### src/rtl/psram_pwr_pkg.sv
package psram_pwr_pkg;

    typedef enum logic [2:0] {
        ST_OFF        = 3'd0,
        ST_PWR_HOLD   = 3'd1,
        ST_SETTLE     = 3'd2,
        ST_ACTIVE     = 3'd3,
        ST_LIGHT      = 3'd4,
        ST_DEEP_ENTER = 3'd5,
        ST_DEEP       = 3'd6,
        ST_WAKE       = 3'd7
    } seq_state_t;

    typedef enum logic [1:0] {
        RET_HALF    = 2'd0,
        RET_QUARTER = 2'd1,
        RET_EIGHTH  = 2'd2,
        RET_NONE    = 2'd3
    } ret_code_t;

endpackage

### src/rtl/seq_wait_timer.sv
module seq_wait_timer #(
    parameter int unsigned CNT_W = 8
) (
    input  logic             clk,
    input  logic             rst_n,
    input  logic             start,
    input  logic [CNT_W-1:0] load,
    output logic             expired
);

    logic [CNT_W-1:0] cnt_q;

    // start loads the remaining count; it then counts down to zero and holds
    always_ff @(posedge clk or negedge rst_n) begin
        if (!rst_n) begin
            cnt_q <= '0;
        end else if (start) begin
            cnt_q <= load;
        end else if (cnt_q != '0) begin
            cnt_q <= cnt_q - 1'b1;
        end
    end

    assign expired = (cnt_q == '0);

endmodule

### src/rtl/seq_mreg_guard.sv
module seq_mreg_guard (
    input  logic clk,
    input  logic rst_n,
    input  logic supply_ok,
    input  logic mreg_done,
    input  logic deep_try,
    output logic mreg_ok,
    output logic refused
);

    always_ff @(posedge clk or negedge rst_n) begin
        if (!rst_n) begin
            mreg_ok <= 1'b0;
            refused <= 1'b0;
        end else if (!supply_ok) begin
            // register content is lost with the supply
            mreg_ok <= 1'b0;
            refused <= 1'b0;
        end else if (mreg_done) begin
            mreg_ok <= 1'b1;
            refused <= 1'b0;
        end else if (deep_try && !mreg_ok) begin
            refused <= 1'b1;
        end
    end

endmodule

### src/rtl/psram_pwr_seq.sv
module psram_pwr_seq
    import psram_pwr_pkg::*;
#(
    parameter int unsigned W_POWER = 5000,
    parameter int unsigned W_INIT  = 20000,
    parameter int unsigned W_WAKE  = 3
) (
    input  logic       clk,
    input  logic       rst_n,
    input  logic       supply_ok,
    input  logic       light_req,
    input  logic       deep_req,
    input  logic [1:0] ret_sel,
    input  logic       mreg_done,
    output logic       cs_n,
    output logic       deep_n,
    output logic       ready,
    output logic       mreg_needed,
    output logic       deep_refused
);

    localparam int unsigned W_MAX_A = (W_POWER > W_INIT) ? W_POWER : W_INIT;
    localparam int unsigned W_MAX   = (W_MAX_A > W_WAKE) ? W_MAX_A : W_WAKE;
    localparam int unsigned CNT_W   = $clog2(W_MAX + 1);

    localparam logic [CNT_W-1:0] LD_POWER = CNT_W'(W_POWER - 1);
    localparam logic [CNT_W-1:0] LD_INIT  = CNT_W'(W_INIT - 1);
    localparam logic [CNT_W-1:0] LD_WAKE  = CNT_W'(W_WAKE - 1);

    seq_state_t       state_q, state_d;
    ret_code_t        ret_q;
    logic             tmr_start, tmr_done;
    logic [CNT_W-1:0] tmr_load;
    logic             mreg_ok, deep_try, deep_ok;

    assign deep_try = deep_req && ((state_q == ST_ACTIVE) || (state_q == ST_LIGHT));
    assign deep_ok  = deep_try && mreg_ok;

    // next-state decision
    always_comb begin
        state_d = state_q;
        if (!supply_ok) begin
            state_d = ST_OFF;
        end else begin
            unique case (state_q)
                ST_OFF:        state_d = ST_PWR_HOLD;
                ST_PWR_HOLD:   if (tmr_done) state_d = ST_SETTLE;
                ST_SETTLE:     if (tmr_done) state_d = ST_ACTIVE;
                ST_ACTIVE: begin
                    if (deep_ok)        state_d = ST_DEEP_ENTER;
                    else if (light_req) state_d = ST_LIGHT;
                end
                ST_LIGHT: begin
                    if (deep_ok)         state_d = ST_DEEP;
                    else if (!light_req) state_d = ST_ACTIVE;
                end
                ST_DEEP_ENTER: state_d = ST_DEEP;
                ST_DEEP: begin
                    if (!deep_req)
                        state_d = (ret_q == RET_NONE) ? ST_SETTLE : ST_WAKE;
                end
                ST_WAKE:       if (tmr_done) state_d = ST_ACTIVE;
            endcase
        end
    end

    // state register and retention capture on entry to deep standby
    always_ff @(posedge clk or negedge rst_n) begin
        if (!rst_n) begin
            state_q <= ST_OFF;
            ret_q   <= RET_HALF;
        end else begin
            state_q <= state_d;
            if ((state_d == ST_DEEP) && (state_q != ST_DEEP))
                ret_q <= ret_code_t'(ret_sel);
        end
    end

    // wait length chosen by the state being entered
    always_comb begin
        tmr_start = 1'b0;
        tmr_load  = '0;
        if (supply_ok && (state_d != state_q)) begin
            unique case (state_d)
                ST_PWR_HOLD: begin tmr_start = 1'b1; tmr_load = LD_POWER; end
                ST_SETTLE:   begin tmr_start = 1'b1; tmr_load = LD_INIT;  end
                ST_WAKE:     begin tmr_start = 1'b1; tmr_load = LD_WAKE;  end
                default:     begin tmr_start = 1'b0; tmr_load = '0;       end
            endcase
        end
    end

    seq_wait_timer #(.CNT_W(CNT_W)) u_timer (
        .clk     (clk),
        .rst_n   (rst_n),
        .start   (tmr_start),
        .load    (tmr_load),
        .expired (tmr_done)
    );

    seq_mreg_guard u_guard (
        .clk       (clk),
        .rst_n     (rst_n),
        .supply_ok (supply_ok),
        .mreg_done (mreg_done),
        .deep_try  (deep_try),
        .mreg_ok   (mreg_ok),
        .refused   (deep_refused)
    );

    // pin levels decoded from the state
    always_comb begin
        cs_n   = 1'b1;
        deep_n = 1'b1;
        ready  = 1'b0;
        unique case (state_q)
            ST_OFF, ST_PWR_HOLD: deep_n = 1'b0;
            ST_DEEP:             deep_n = 1'b0;
            ST_ACTIVE: begin
                cs_n  = 1'b0;
                ready = 1'b1;
            end
            ST_SETTLE, ST_LIGHT, ST_DEEP_ENTER, ST_WAKE: begin
                cs_n   = 1'b1;
                deep_n = 1'b1;
            end
        endcase
    end

    assign mreg_needed = !mreg_ok;

endmodule

### config.mk
export PLATFORM = sky130hd
export DESIGN_NAME = psram_pwr_seq
export DESIGN_NICKNAME = d
export VERILOG_FILES = /design/src/rtl/psram_pwr_pkg.sv /design/src/rtl/seq_wait_timer.sv /design/src/rtl/seq_mreg_guard.sv /design/src/rtl/psram_pwr_seq.sv
export SDC_FILE = /design/constraint.sdc
export NUM_CORES = 1
export LEC_CHECK = 0
export CORE_MARGIN = 2
export CORE_UTILIZATION = 45
export CTS_CLUSTER_DIAMETER = 60
export DETAILED_ROUTE_END_ITERATION = 10
export SYNTH_ARGS = -nofsm -noshare
export SYNTH_HDL_FRONTEND = slang
export SYNTH_SLANG_ARGS = --single-unit
### constraint.sdc
create_clock -name clk -period 7.6 [get_ports clk]
set_input_delay 0.76 -clock clk [delete_from_list [all_inputs] [get_ports clk]]
set_output_delay 0.76 -clock clk [all_outputs]
set_load 0.005 [all_outputs]
==> out/qor.csv, run 1 <==
metric;value;unit
RR Startpoint;u_timer.cnt_q[0]$_DFFE_PN0P_;
post-route ant nets;0;
predominant post-synthesis flop cell;dfrtp_1;
Yosys warnings;0;
Core ar.;0.003284;sq mm
CTS tree;yes;
Area contributors post-synth;dfrtp_1 (36%), nor2_1 (5.9%), xor2_1 (5.2%);
Final Hold Fails;0;
Final Slew Violations;0;
crit path to;u_timer.cnt_q[11]$_DFFE_PN0P_;
Yosys top cell by area;dfrtp_1;
Cell Chain, Critical Path;inv_1 > ha_1 > nor3b_2 > nand4_1 > o22ai_1 > a41oi_1 > and2_1 > nor3_1 > o32ai_1;
I/O pins;13;
status;completed;
pwr dens;170.4;mW/mm^2
share of cells above drive strength 1;0.08889;
H-tree Lvls;1;
Post-Route WL;3.534;mm
hold_buf cts;0;
DP Cell Count;223;
PostCTS Resize Cnt;0;
largest net degree at the start of global routing;23;
CP Data Arrival Time;3.51;ns
Netlist Area Pre-Place;0.001526;sq mm
CP endpoint kind;flip-flop;
startpoint type of the worst setup path;flip-flop;
GRT Residual Overflow;0;
area share of the largest cell type after synthesis;0.3607;
first-pass GRT wire length;6.141;mm
FF-to-FF End;u_timer.cnt_q[11]$_DFFE_PN0P_;
dpl ws;4.232;ns
most common cell in the netlist;nor2_1;
Min-Delay Path Class;reg -> reg;
drt drc;0;
grt met1 use;0.3035;
FP Rows;21;
Worst path depth;9;
post-route setup slack;4.263;ns
Setup Fix Bufs, Post-CTS;0;
# setup viols final;0;
Synth cell types;52;
FILL cells;333;
unrepaired setup endpoints after global routing;false;
PortBufs;12;
Worst-path clk slew;0.12;ns
Tot GR Track Use;0.1988;
Avg Cell Area, Syn;8.773;sq um
Yosys reg bits;22;
Initial DRC Count;95;
Worst-Skew Late Latency;0.31;ns
Num CTS Buffers;3;
fmax;299.7;MHz
worst-path fanout max;15;
WS Path Type;reg -> reg;
via count;1337;
Die Area;0.003874;sq mm
final non-filler cell total;226;
buffers and inverters on the worst path;1;
Critical Path Start;u_timer.cnt_q[0]$_DFFE_PN0P_;
VDD IR-drop max;0.00008690;V
CP peak stage delay;0.59;ns
Synth Instances;174;
n_diodes;0;
Die Width;62.24;microns
CP delay by family, top;simple AND/OR/NAND/NOR gates;
Worst slew margin;0.3306;
die height;62.24;microns
hpwl dp;2.595;mm
maxcap violations;0;
Syn-to-layout area delta;10.16;%
total chip power;0.0002866;W
R2R setup slack;4.26;ns
post-synth net total;183;
slowest cell on the critical path;nand4_1;
maximum clock path buffer count;2;
Post-synth ARST share;1.000;
GRT busiest layer;met1;
Post-synth EDFFs;0;
routing usage on met2;0.2962;
register area share after synthesis;0.3607;
worst slew pin tran;1.001;ns
Worst Path Required;7.77;ns
Worst Skew;0.0006184;ns
clock sink count;22;
initial antenna violation count;0;
clk root buf;clkbuf_4;
GP Congestion;0.8487;
period utilisation layout;0.4390;
initial core utilization;0.4648;
Synth top cells by count;nor2_1 (24), dfrtp_1 (22), inv_1 (9), xor2_1 (9);
Routed WL per cell;15.64;microns
drt first pass iters;4;
vias per inst;5.916;
vias in the first global route;1260;
routing usage on met3;0.01812;
fin nets;191;
Period minus WS final;3.337;ns
Pleak;0.6691;nW
R2R depth;9;
sum of negative setup slack;0;ns
-- placed cells by master, fill, tap and decap left out, types with 2 or more instances in the layout --
master / count
nor2_1: 24
inv_1: 9
or3_4: 2
o32ai_1: 4
mux2_2: 2
nand2_1: 8
xor2_1: 9
dfrtp_1: 22
nand2b_1: 5
o21ai_0: 7
o21ai_1: 2
and2_1: 4
nand3_1: 7
a41oi_1: 2
o22ai_1: 5
clkbuf_4: 3
nor3_1: 8
a22o_1: 2
o211ai_1: 2
a21oi_1: 8
clkdlybuf4s50_1: 12
xnor2_1: 4
-- logic make-up after synthesis --
logic type	after synthesis	share of synthesized area
xor+xnor	13	0.07459
compound gates	48	0.2344
simple gates	69	0.2533
flops	22	0.3607
fa+ha+maj	1	0.008195
mux	2	0.01475
buf+inv	19	0.05409
-- area by class of cell --
class	instances	area [sq um]	area share
clock buffers	3	22.52	0.01339
inverters	10	37.54	0.02232
multi-input cells	133	893.4	0.5313
flip-flops and latches	22	550.5	0.3274
well taps	46	57.56	0.03423
repair buffers	12	120.1	0.07143
-- how the worst min path moves through the flow --
stage | start | endpoint | slack, ns | cells past startpoint
2_1_floorplan | rst_n | ret_q[0]$_DFFE_PN0P_ | 0.46 | 0
3_3_place_gp | ret_q[1]$_DFFE_PN0P_ | ret_q[1]$_DFFE_PN0P_ | 0.49 | 1
3_5_place_dp | ret_q[1]$_DFFE_PN0P_ | ret_q[1]$_DFFE_PN0P_ | 0.50 | 1
4_1_cts | ret_q[1]$_DFFE_PN0P_ | ret_q[1]$_DFFE_PN0P_ | 0.53 | 1
5_1_grt | ret_q[0]$_DFFE_PN0P_ | ret_q[0]$_DFFE_PN0P_ | 0.55 | 1
6_report | ret_q[0]$_DFFE_PN0P_ | ret_q[0]$_DFFE_PN0P_ | 0.52 | 1
-- power by group --
group | leakage, nW | internal (W) | switching, W
clock network | 0.0138 | 0.0000186 | 0.0000360
registers | 0.272 | 0.000131 | 0.0000193
logic | 0.384 | 0.0000393 | 0.0000424
-- per-stage QoR --
stage,util,cell area [sq um],hold WS (ns)
after CTS,0.5120,1682,0.5296
after global placement,0.5051,1659,0.4897
final,0.5120,1682,0.5221
after global routing,0.5120,1682,0.5534
after floorplan,-,1526,0.4644
after detailed placement,0.5051,1659,0.5012
-- state kept, by name (all words and copies together), names as in the netlist --
register / cells
ret_q: 2
u_timer.cnt_q: 15
u_guard.mreg_ok: 1
u_guard.refused: 1
state_q: 3
-- routing by layer --
layer,up-vias,routed length (microns)
li1,642,-
met1,654,1761
met2,36,1592
met3,5,126
met4,0,54
met5,-,0
No activity file was read; power rests on OpenSTA's default activity.
==> run 2, diff against run 1 <==
--- a/config.mk
+++ b/config.mk
@@ -9,6 +9,7 @@
 export CORE_UTILIZATION = 45
 export CTS_CLUSTER_DIAMETER = 60
 export DETAILED_ROUTE_END_ITERATION = 10
+export PLACE_DENSITY = 0.67
 export SYNTH_ARGS = -nofsm -noshare
 export SYNTH_HDL_FRONTEND = slang
 export SYNTH_SLANG_ARGS = --single-unit
==> constraint.sdc (replaced) <==
create_clock -name clk -period 2.7 [get_ports clk]
set_input_delay 0.27 -clock clk [delete_from_list [all_inputs] [get_ports clk]]
set_output_delay 0.27 -clock clk [all_outputs]
set_load 0.005 [all_outputs]
==> run 2 against run 1 <==
  * Clock skew rose by 0.018 ns
  * Largest cell class unchanged
  * Die area unchanged
  * Critical path depth is 2 lower
  * Largest power group unchanged
  * Power increased to 3.1 times the previous value
==> out/qor.csv, run 2 (synthesized netlist as in run 1, its figures left out) <==
metric;value;unit;change
status;completed;;unchanged
slowest cell on the critical path;dfrtp_1;;was nand4_1
n_diodes;0;;unchanged
post-route ant nets;0;;unchanged
sequential power share;0.486;;was 0.525
Worst slew margin;0.6053;;was 0.3306
Critical Path Start;u_timer.cnt_q[9]$_DFFE_PN0P_;;was u_timer.cnt_q[0]$_DFFE_PN0P_
FP Rows;21;;unchanged
Syn-to-layout area delta;20.57;%;was 10.16%
I/O pins;13;;unchanged
clk root buf;clkbuf_4;;unchanged
Psw;0.0002813;W;was 0.00009759 W
GRT Residual Overflow;0;;unchanged
clock sink count;22;;unchanged
maxcap violations;0;;unchanged
Pleak;0.7722;nW;was 0.6691 nW
Min-Delay Path Class;in -> async;;was reg -> reg
H-tree Lvls;1;;unchanged
CP peak stage delay;0.46;ns;was 0.59 ns
GP Congestion;0.8813;;was 0.8487
first-pass GRT wire length;6.423;mm;was 6.141 mm
FF-to-FF End;u_timer.cnt_q[12]$_DFFE_PN0P_;;was u_timer.cnt_q[11]$_DFFE_PN0P_
Initial DRC Count;139;;was 95
period utilisation layout;0.9358;;was 0.4390
Worst-Skew Late Latency;0.31;ns;about the same
Setup Fix Bufs, Post-CTS;0;;unchanged
Period minus WS final;2.527;ns;was 3.337 ns
Largest register FFs;15;;unchanged
initial antenna violation count;0;;unchanged
vias per inst;5.742;;was 5.916
max layer used;met4;;unchanged
largest register by flop count;u_timer.cnt_q;;unchanged
Core ar.;0.003284;sq mm;unchanged
largest net degree at the start of global routing;23;;unchanged
drt first pass iters;4;;unchanged
fmax;395.8;MHz;was 299.7 MHz
Worst Skew;0.01871;ns;was 0.0006184 ns
worst-path fanout max;4;;was 15
pwr dens;476.5;mW/mm^2;was 170.4 mW/mm^2
RR Startpoint;u_timer.cnt_q[9]$_DFFE_PN0P_;;was u_timer.cnt_q[0]$_DFFE_PN0P_
unrepaired setup endpoints after global routing;false;;unchanged
dpl ws;0.008862;ns;was 4.232 ns
total chip power;0.0008771;W;was 0.0002866 W
WS Path Type;reg -> reg;;unchanged
PortBufs;12;;unchanged
# setup viols final;0;;unchanged
Die Width;62.24;microns;unchanged
Die Area;0.003874;sq mm;unchanged
WL met3;153;microns;was 126 microns
worst slew pin tran;0.5844;ns;was 1.001 ns
crit path to;u_timer.cnt_q[12]$_DFFE_PN0P_;;was u_timer.cnt_q[11]$_DFFE_PN0P_
Final Slew Violations;0;;unchanged
most frequent cells in the layout;nor2_1 (24), dfrtp_1 (22), buf_4 (17), clkdlybuf4s50_1 (12);;was nor2_1 (24), dfrtp_1 (22), clkdlybuf4s50_1 (12), inv_1 (9), xor2_1 (9)
Post-Route WL;3.646;mm;was 3.534 mm
Clk pwr share;0.202;;was 0.190
maximum clock path buffer count;2;;unchanged
CP endpoint kind;flip-flop;;unchanged
share of cells above drive strength 1;0.1818;;was 0.08889
hpwl dp;2.828;mm;was 2.595 mm
Num CTS Buffers;3;;unchanged
Worst Path Required;2.91;ns;was 7.77 ns
fin nets;208;;was 191
via count;1401;;was 1337
Routed WL per cell;14.94;microns;was 15.64 microns
Worst-path clk slew;0.13;ns;was 0.12 ns
startpoint type of the worst setup path;flip-flop;;unchanged
CTS tree;yes;;unchanged
CP Data Arrival Time;2.74;ns;was 3.51 ns
vias in the first global route;1445;;was 1260
drt drc;0;;unchanged
DR WL met2;1.834;mm;was 1.592 mm
Tot GR Track Use;0.2020;;was 0.1988
top flop regs;u_timer.cnt_q x15, state_q x3, ret_q x2;;unchanged
Cell Chain, Critical Path;nor4_2 > nand4_1 > o22ai_2 > a41oi_1 > and2_1 > or3_4 > a32o_1;;was inv_1 > ha_1 > nor3b_2 > nand4_1 > o22ai_1 > a41oi_1 > and2_1 > nor3_1 > o32ai_1
commonest non-fill, non-tap cell in the layout;nor2_1;;unchanged
R2R setup slack;0.17;ns;was 4.26 ns
initial core utilization;0.4648;;unchanged
die height;62.24;microns;unchanged
Metal-1 WL;1.625;mm;was 1.761 mm
Final Hold Fails;0;;unchanged
combinational power share;0.312;;was 0.285
R2R depth;7;;was 9
sum of negative setup slack;0;ns;unchanged
Sw Share;0.3207;;was 0.3405
post-route setup slack;0.1734;ns;was 4.263 ns
VDD IR-drop max;0.0003912;V;was 0.00008690 V
P_int;0.0005958;W;was 0.0001890 W
==> run 2: per-layer routing <==
metal,GRT usage,up-vias
li1,-,682
met1,0.2678,676
met2,0.3451,39
met3,0.03623,4
met4,0.04722,0
met5,0,-
==> run 2: how the worst min path moves through the flow <==
stage                                                to  slack [ns]                 start
final                     u_timer.cnt_q[12]$_DFFE_PN0P_        0.29                 rst_n
after global routing      u_timer.cnt_q[14]$_DFFE_PN0P_        0.31                 rst_n
after CTS                 u_timer.cnt_q[12]$_DFFE_PN0P_        0.29                 rst_n
after detailed placement           ret_q[0]$_DFFE_PN0P_        0.50  ret_q[0]$_DFFE_PN0P_
after global placement             ret_q[1]$_DFFE_PN0P_        0.49  ret_q[1]$_DFFE_PN0P_
after floorplan                    ret_q[0]$_DFFE_PN0P_       -0.03                 rst_n
==> run 2: per-stage QoR <==
stage	instance area, sq um	hold slack, ns	instances	util
finish	1841	0.2876	244	0.5604
global route	1841	0.3119	244	0.5604
CTS	1823	0.2922	244	0.5550
detailed placement	1787	0.5033	240	0.5440
global placement	1787	0.4912	240	0.5440
floorplan	1526	-0.02559	174	-
==> run 2: worst max-delay path, delay by kind of cell (launching register included) <==
family	cells	cell delay (ns)
and+or+nand+nor	4	1.30
DFF	1	0.46
AOI/OAI and AO/OA	3	0.68
==> run 2: area by class of cell <==
class | instances | area, sq um
repair buffers | 29 | 247.7
well taps | 46 | 57.56
inverters | 10 | 37.54
multi-input cells | 133 | 910.9
fillers | 302 | 1444
flip-flops and latches | 22 | 550.5
clock buffers | 4 | 36.28
==> run 2: what timing repair did <==
item                                    4_1_cts  5_1_grt
resized for setup                             0        3
endpoints found under the setup margin        0        5
hold buffers                                  0        0
==> run 2: power groups by stage <==
stage               logic, W  clock network (W)  registers (W)
CTS                 0.000271           0.000185       0.000425
detailed placement  0.000269                  0       0.000432
finish              0.000274           0.000177       0.000426
global placement    0.000263                  0       0.000427
floorplan           0.000181                  0       0.000418
global route        0.000306           0.000201       0.000435
==> run 3, diff against run 2 <==
--- a/config.mk
+++ b/config.mk
@@ -12,4 +12,6 @@
 export PLACE_DENSITY = 0.67
 export SYNTH_ARGS = -nofsm -noshare
 export SYNTH_HDL_FRONTEND = slang
+export SYNTH_HIERARCHICAL = 1
 export SYNTH_SLANG_ARGS = --single-unit
+export TNS_END_PERCENT = 10
==> run 3 against run 2 <==
  * The flow now finishes with violations (negative setup slack)
  * Critical path depth grew 6
  * Combinational power grew to 3.1 times the previous value
  * Sequential power grew 17%
  * Critical endpoint is now u_timer/cnt_q[3]$_DFFE_PN0P_
==> out/qor.csv, run 3 <==
metric;value;unit;change
Post-synth EDFFs;0;;unchanged
Sw Share;0.3397;;was 0.3207
crit path to;u_timer/cnt_q[3]$_DFFE_PN0P_;;was u_timer.cnt_q[12]$_DFFE_PN0P_
Period minus WS final;3.200;ns;was 2.527 ns
sequential power share;0.313;;was 0.486
Cell Chain, Critical Path;inv_2 > ha_4 > or4b_4 > nor4b_4 > inv_1 > a211o_1 > a31oi_4 > nand3b_1 > a311oi_4 > buf_6 > buf_6 > a211oi_2 > a21o_1;;was nor4_2 > nand4_1 > o22ai_2 > a41oi_1 > and2_1 > or3_4 > a32o_1
Final Hold Fails;0;;unchanged
Yosys top cell by area;dfrtp_1;;unchanged
via count;1344;;was 1401
most used cell, CP;buf_6;;
# setup viols final;17;;was 0
register area share after synthesis;0.3783;;was 0.3607
R2R depth;13;;was 7
H-tree Lvls;1;;unchanged
hpwl dp;2.639;mm;was 2.828 mm
Synth cell types;57;;was 52
I/O pins;13;;unchanged
clock sink count;22;;unchanged
Critical Path Start;u_timer/cnt_q[0]$_DFFE_PN0P_;;was u_timer.cnt_q[9]$_DFFE_PN0P_
PortBufs;12;;unchanged
period utilisation layout;1.185;;was 0.9358
buffers and inverters on the worst path;4;;was 0
Core ar.;0.003053;sq mm;was 0.003284 sq mm
failing checks;negative setup slack;;
Post-Route WL;3.624;mm;was 3.646 mm
Yosys warnings;6;;was 0
combinational power share;0.526;;was 0.312
area share of the largest cell type after synthesis;0.3783;;was 0.3607
fin nets;214;;was 208
drt drc;0;;unchanged
Pleak;0.9918;nW;was 0.7722 nW
Worst path depth;13;;was 7
Avg Cell Area, Syn;9.899;sq um;was 8.773 sq um
Post-synth ARST share;1.000;;unchanged
CP Data Arrival Time;3.42;ns;was 2.74 ns
initial antenna violation count;0;;unchanged
Yosys reg bits;22;;unchanged
Die Width;60.87;microns;was 62.24 microns
Tot GR Track Use;0.2226;;was 0.2020
worst-path fanout max;7;;was 4
GP Congestion;0.8738;;was 0.8813
CTS tree;yes;;unchanged
share of cells above drive strength 1;0.3824;;was 0.1818
initial core utilization;0.4766;;was 0.4648
maximum clock path buffer count;2;;unchanged
most common cell in the netlist;dfrtp_1;;was nor2_1
post-route setup slack;-0.4999;ns;was 0.1734 ns
largest register by flop count;u_timer/cnt_q;;was u_timer.cnt_q
Min-Delay Path Class;in -> async;;unchanged
FP Rows;20;;was 21
predominant post-synthesis flop cell;dfrtp_1;;unchanged
Initial DRC Count;65;;was 139
Syn-to-layout area delta;43.42;%;was 20.57%
R2R setup slack;-0.50;ns;was 0.17 ns
FF-to-FF End;u_timer/cnt_q[3]$_DFFE_PN0P_;;was u_timer.cnt_q[12]$_DFFE_PN0P_
die height;60.87;microns;was 62.24 microns
Worst-path clk slew;0.13;ns;about the same
clk root buf;clkbuf_4;;unchanged
CP delay by family, top;compound AO/OA/AOI/OAI gates;;was simple AND/OR/NAND/NOR gates
Num CTS Buffers;3;;unchanged
WHS;0.2830;ns;was 0.2876 ns
Final Slew Violations;0;;unchanged
unrepaired setup endpoints after global routing;true;;was false
Die Area;0.003705;sq mm;was 0.003874 sq mm
Largest register FFs;15;;unchanged
Synth top cells by count;dfrtp_1 (22), inv_1 (9), nor2_1 (9);;was nor2_1 (24), dfrtp_1 (22), inv_1 (9), xor2_1 (9)
VDD IR-drop max;0.0003251;V;was 0.0003912 V
CP endpoint kind;flip-flop;;unchanged
Worst-Skew Late Latency;0.31;ns;about the same
GRT Residual Overflow;0;;unchanged
most frequent cells in the layout;buf_4 (43), dfrtp_1 (22), clkdlybuf4s50_1 (12);;was nor2_1 (24), dfrtp_1 (22), buf_4 (17), clkdlybuf4s50_1 (12)
n_diodes;0;;unchanged
largest net degree at the start of global routing;23;;unchanged
Netlist Area Pre-Place;0.001455;sq mm;was 0.001526 sq mm
vias in the first global route;1413;;was 1445
Routed WL per cell;14.61;microns;was 14.94 microns
fmax;312.5;MHz;was 395.8 MHz
vias per inst;5.419;;was 5.742
first-pass GRT wire length;6.189;mm;was 6.423 mm
Area contributors post-synth;dfrtp_1 (38%), a22o_1 (4.8%), xor2_1 (4.8%);;was dfrtp_1 (36%), nor2_1 (5.9%), xor2_1 (5.2%)
top flop regs;u_timer/cnt_q x15, state_q x3, ret_q x2;;was u_timer.cnt_q x15, state_q x3, ret_q x2
slowest cell on the critical path;or4b_4;;was dfrtp_1
Clk pwr share;0.161;;was 0.202
final core occ;0.6836;;was 0.5604
Worst Skew;0.001780;ns;was 0.01871 ns
P_int;0.001053;W;was 0.0005958 W
post-route ant nets;0;;unchanged
Synth Instances;147;;was 174
pwr dens;763.9;mW/mm^2;was 476.5 mW/mm^2
Worst Path Required;2.92;ns;was 2.91 ns
drt first pass iters;7;;was 4
status;complete, but fails checks;;was completed
WS Path Type;reg -> reg;;unchanged
RR Startpoint;u_timer/cnt_q[0]$_DFFE_PN0P_;;was u_timer.cnt_q[9]$_DFFE_PN0P_
total chip power;0.001594;W;was 0.0008771 W
commonest non-fill, non-tap cell in the layout;buf_4;;was nor2_1
startpoint type of the worst setup path;flip-flop;;unchanged
Psw;0.0005415;W;was 0.0002813 W
maxcap violations;0;;unchanged
CP peak stage delay;0.48;ns;was 0.46 ns
==> run 3: changes by cell type after synthesis, sizes merged, moves of 3 or more <==
cell | previous run | this run
nand3 | 7 | 1
a21oi | 9 | 4
a22o | 2 | 8
o22ai | 5 | 0
nor2 | 24 | 11
o32ai | 4 | 0
or4 | 0 | 4
nand3b | 1 | 4
o21ai | 9 | 4
nand2b | 5 | 1
and2 | 4 | 1
o31ai | 1 | 5
==> run 3: what timing repair did <==
item                                    in CTS  in global routing
hold buffers                                 0                  0
endpoints found under the setup margin      17                 17
cloned                                       0                  0
pin swaps                                    9                  0
resized for setup                           11                  0
buffers inserted                             7                  0
==> run 3: final cells by class <==
| class | count | area, sq um |
|---|---|---|
| fill | 258 | 965.9 |
| multi-input combinational | 111 | 918.4 |
| sequential | 22 | 550.5 |
| timing repair buffer | 58 | 476.7 |
| tap | 44 | 55.05 |
| inverter | 9 | 33.78 |
| clock inverter | 1 | 30.03 |
| clock buffer | 3 | 22.52 |
==> run 3: worst min-delay path by stage <==
stage                               endpoint                         from  slack (ns)  cells after the start
3_3_place_gp     u_guard/refused$_DFFE_PN0P_  u_guard/refused$_DFFE_PN0P_        0.51                      1
3_5_place_dp     u_guard/refused$_DFFE_PN0P_  u_guard/refused$_DFFE_PN0P_        0.52                      1
6_report        u_timer/cnt_q[4]$_DFFE_PN0P_                        rst_n        0.28                      2
2_1_floorplan           ret_q[0]$_DFFE_PN0P_                        rst_n       -0.03                      0
5_1_grt         u_timer/cnt_q[0]$_DFFE_PN0P_                        rst_n        0.30                      2
4_1_cts        u_timer/cnt_q[13]$_DFFE_PN0P_                        rst_n        0.29                      2
==> run 3: logic make-up after synthesis <==
family / Yosys count / share of synthesized area
other cells: 1 / 0.002577
simple gates: 50 / 0.2253
mux: 3 / 0.02838
fa+ha+maj: 1 / 0.008597
xor+xnor: 10 / 0.06019
compound gates: 44 / 0.2451
buf+inv: 16 / 0.05158
flops: 22 / 0.3783
==> run 3: through the flow <==
stage	instance area [sq um]	instances	setup WS, ns	setup TNS, ns
after global routing	2087	248	-0.6526	-9.163
after CTS	2087	248	-0.4406	-5.835
after floorplan	1520	149	-0.6543	-8.763
after global placement	1937	237	-0.4985	-6.316
after detailed placement	1937	237	-0.6071	-7.317
final	2087	248	-0.4999	-6.454
==> run 3: per-layer routing <==
layer | global-route usage | wire length, microns | share of wire
met1 | 0.2602 | 1591 | 0.44
met2 | 0.4117 | 1882 | 0.52
met3 | 0.01706 | 59 | 0.016
met4 | 0.09938 | 90 | 0.025
met5 | 0 | 0 | 0
==> run 3: power by group through the flow <==
stage	registers (W)	clock network, W	logic, W
2_1_floorplan	0.000514	0	0.000430
3_3_place_gp	0.000498	0	0.000718
3_5_place_dp	0.000507	0	0.000750
4_1_cts	0.000501	0.000261	0.000830
5_1_grt	0.000508	0.000277	0.000912
6_report	0.000499	0.000256	0.000839
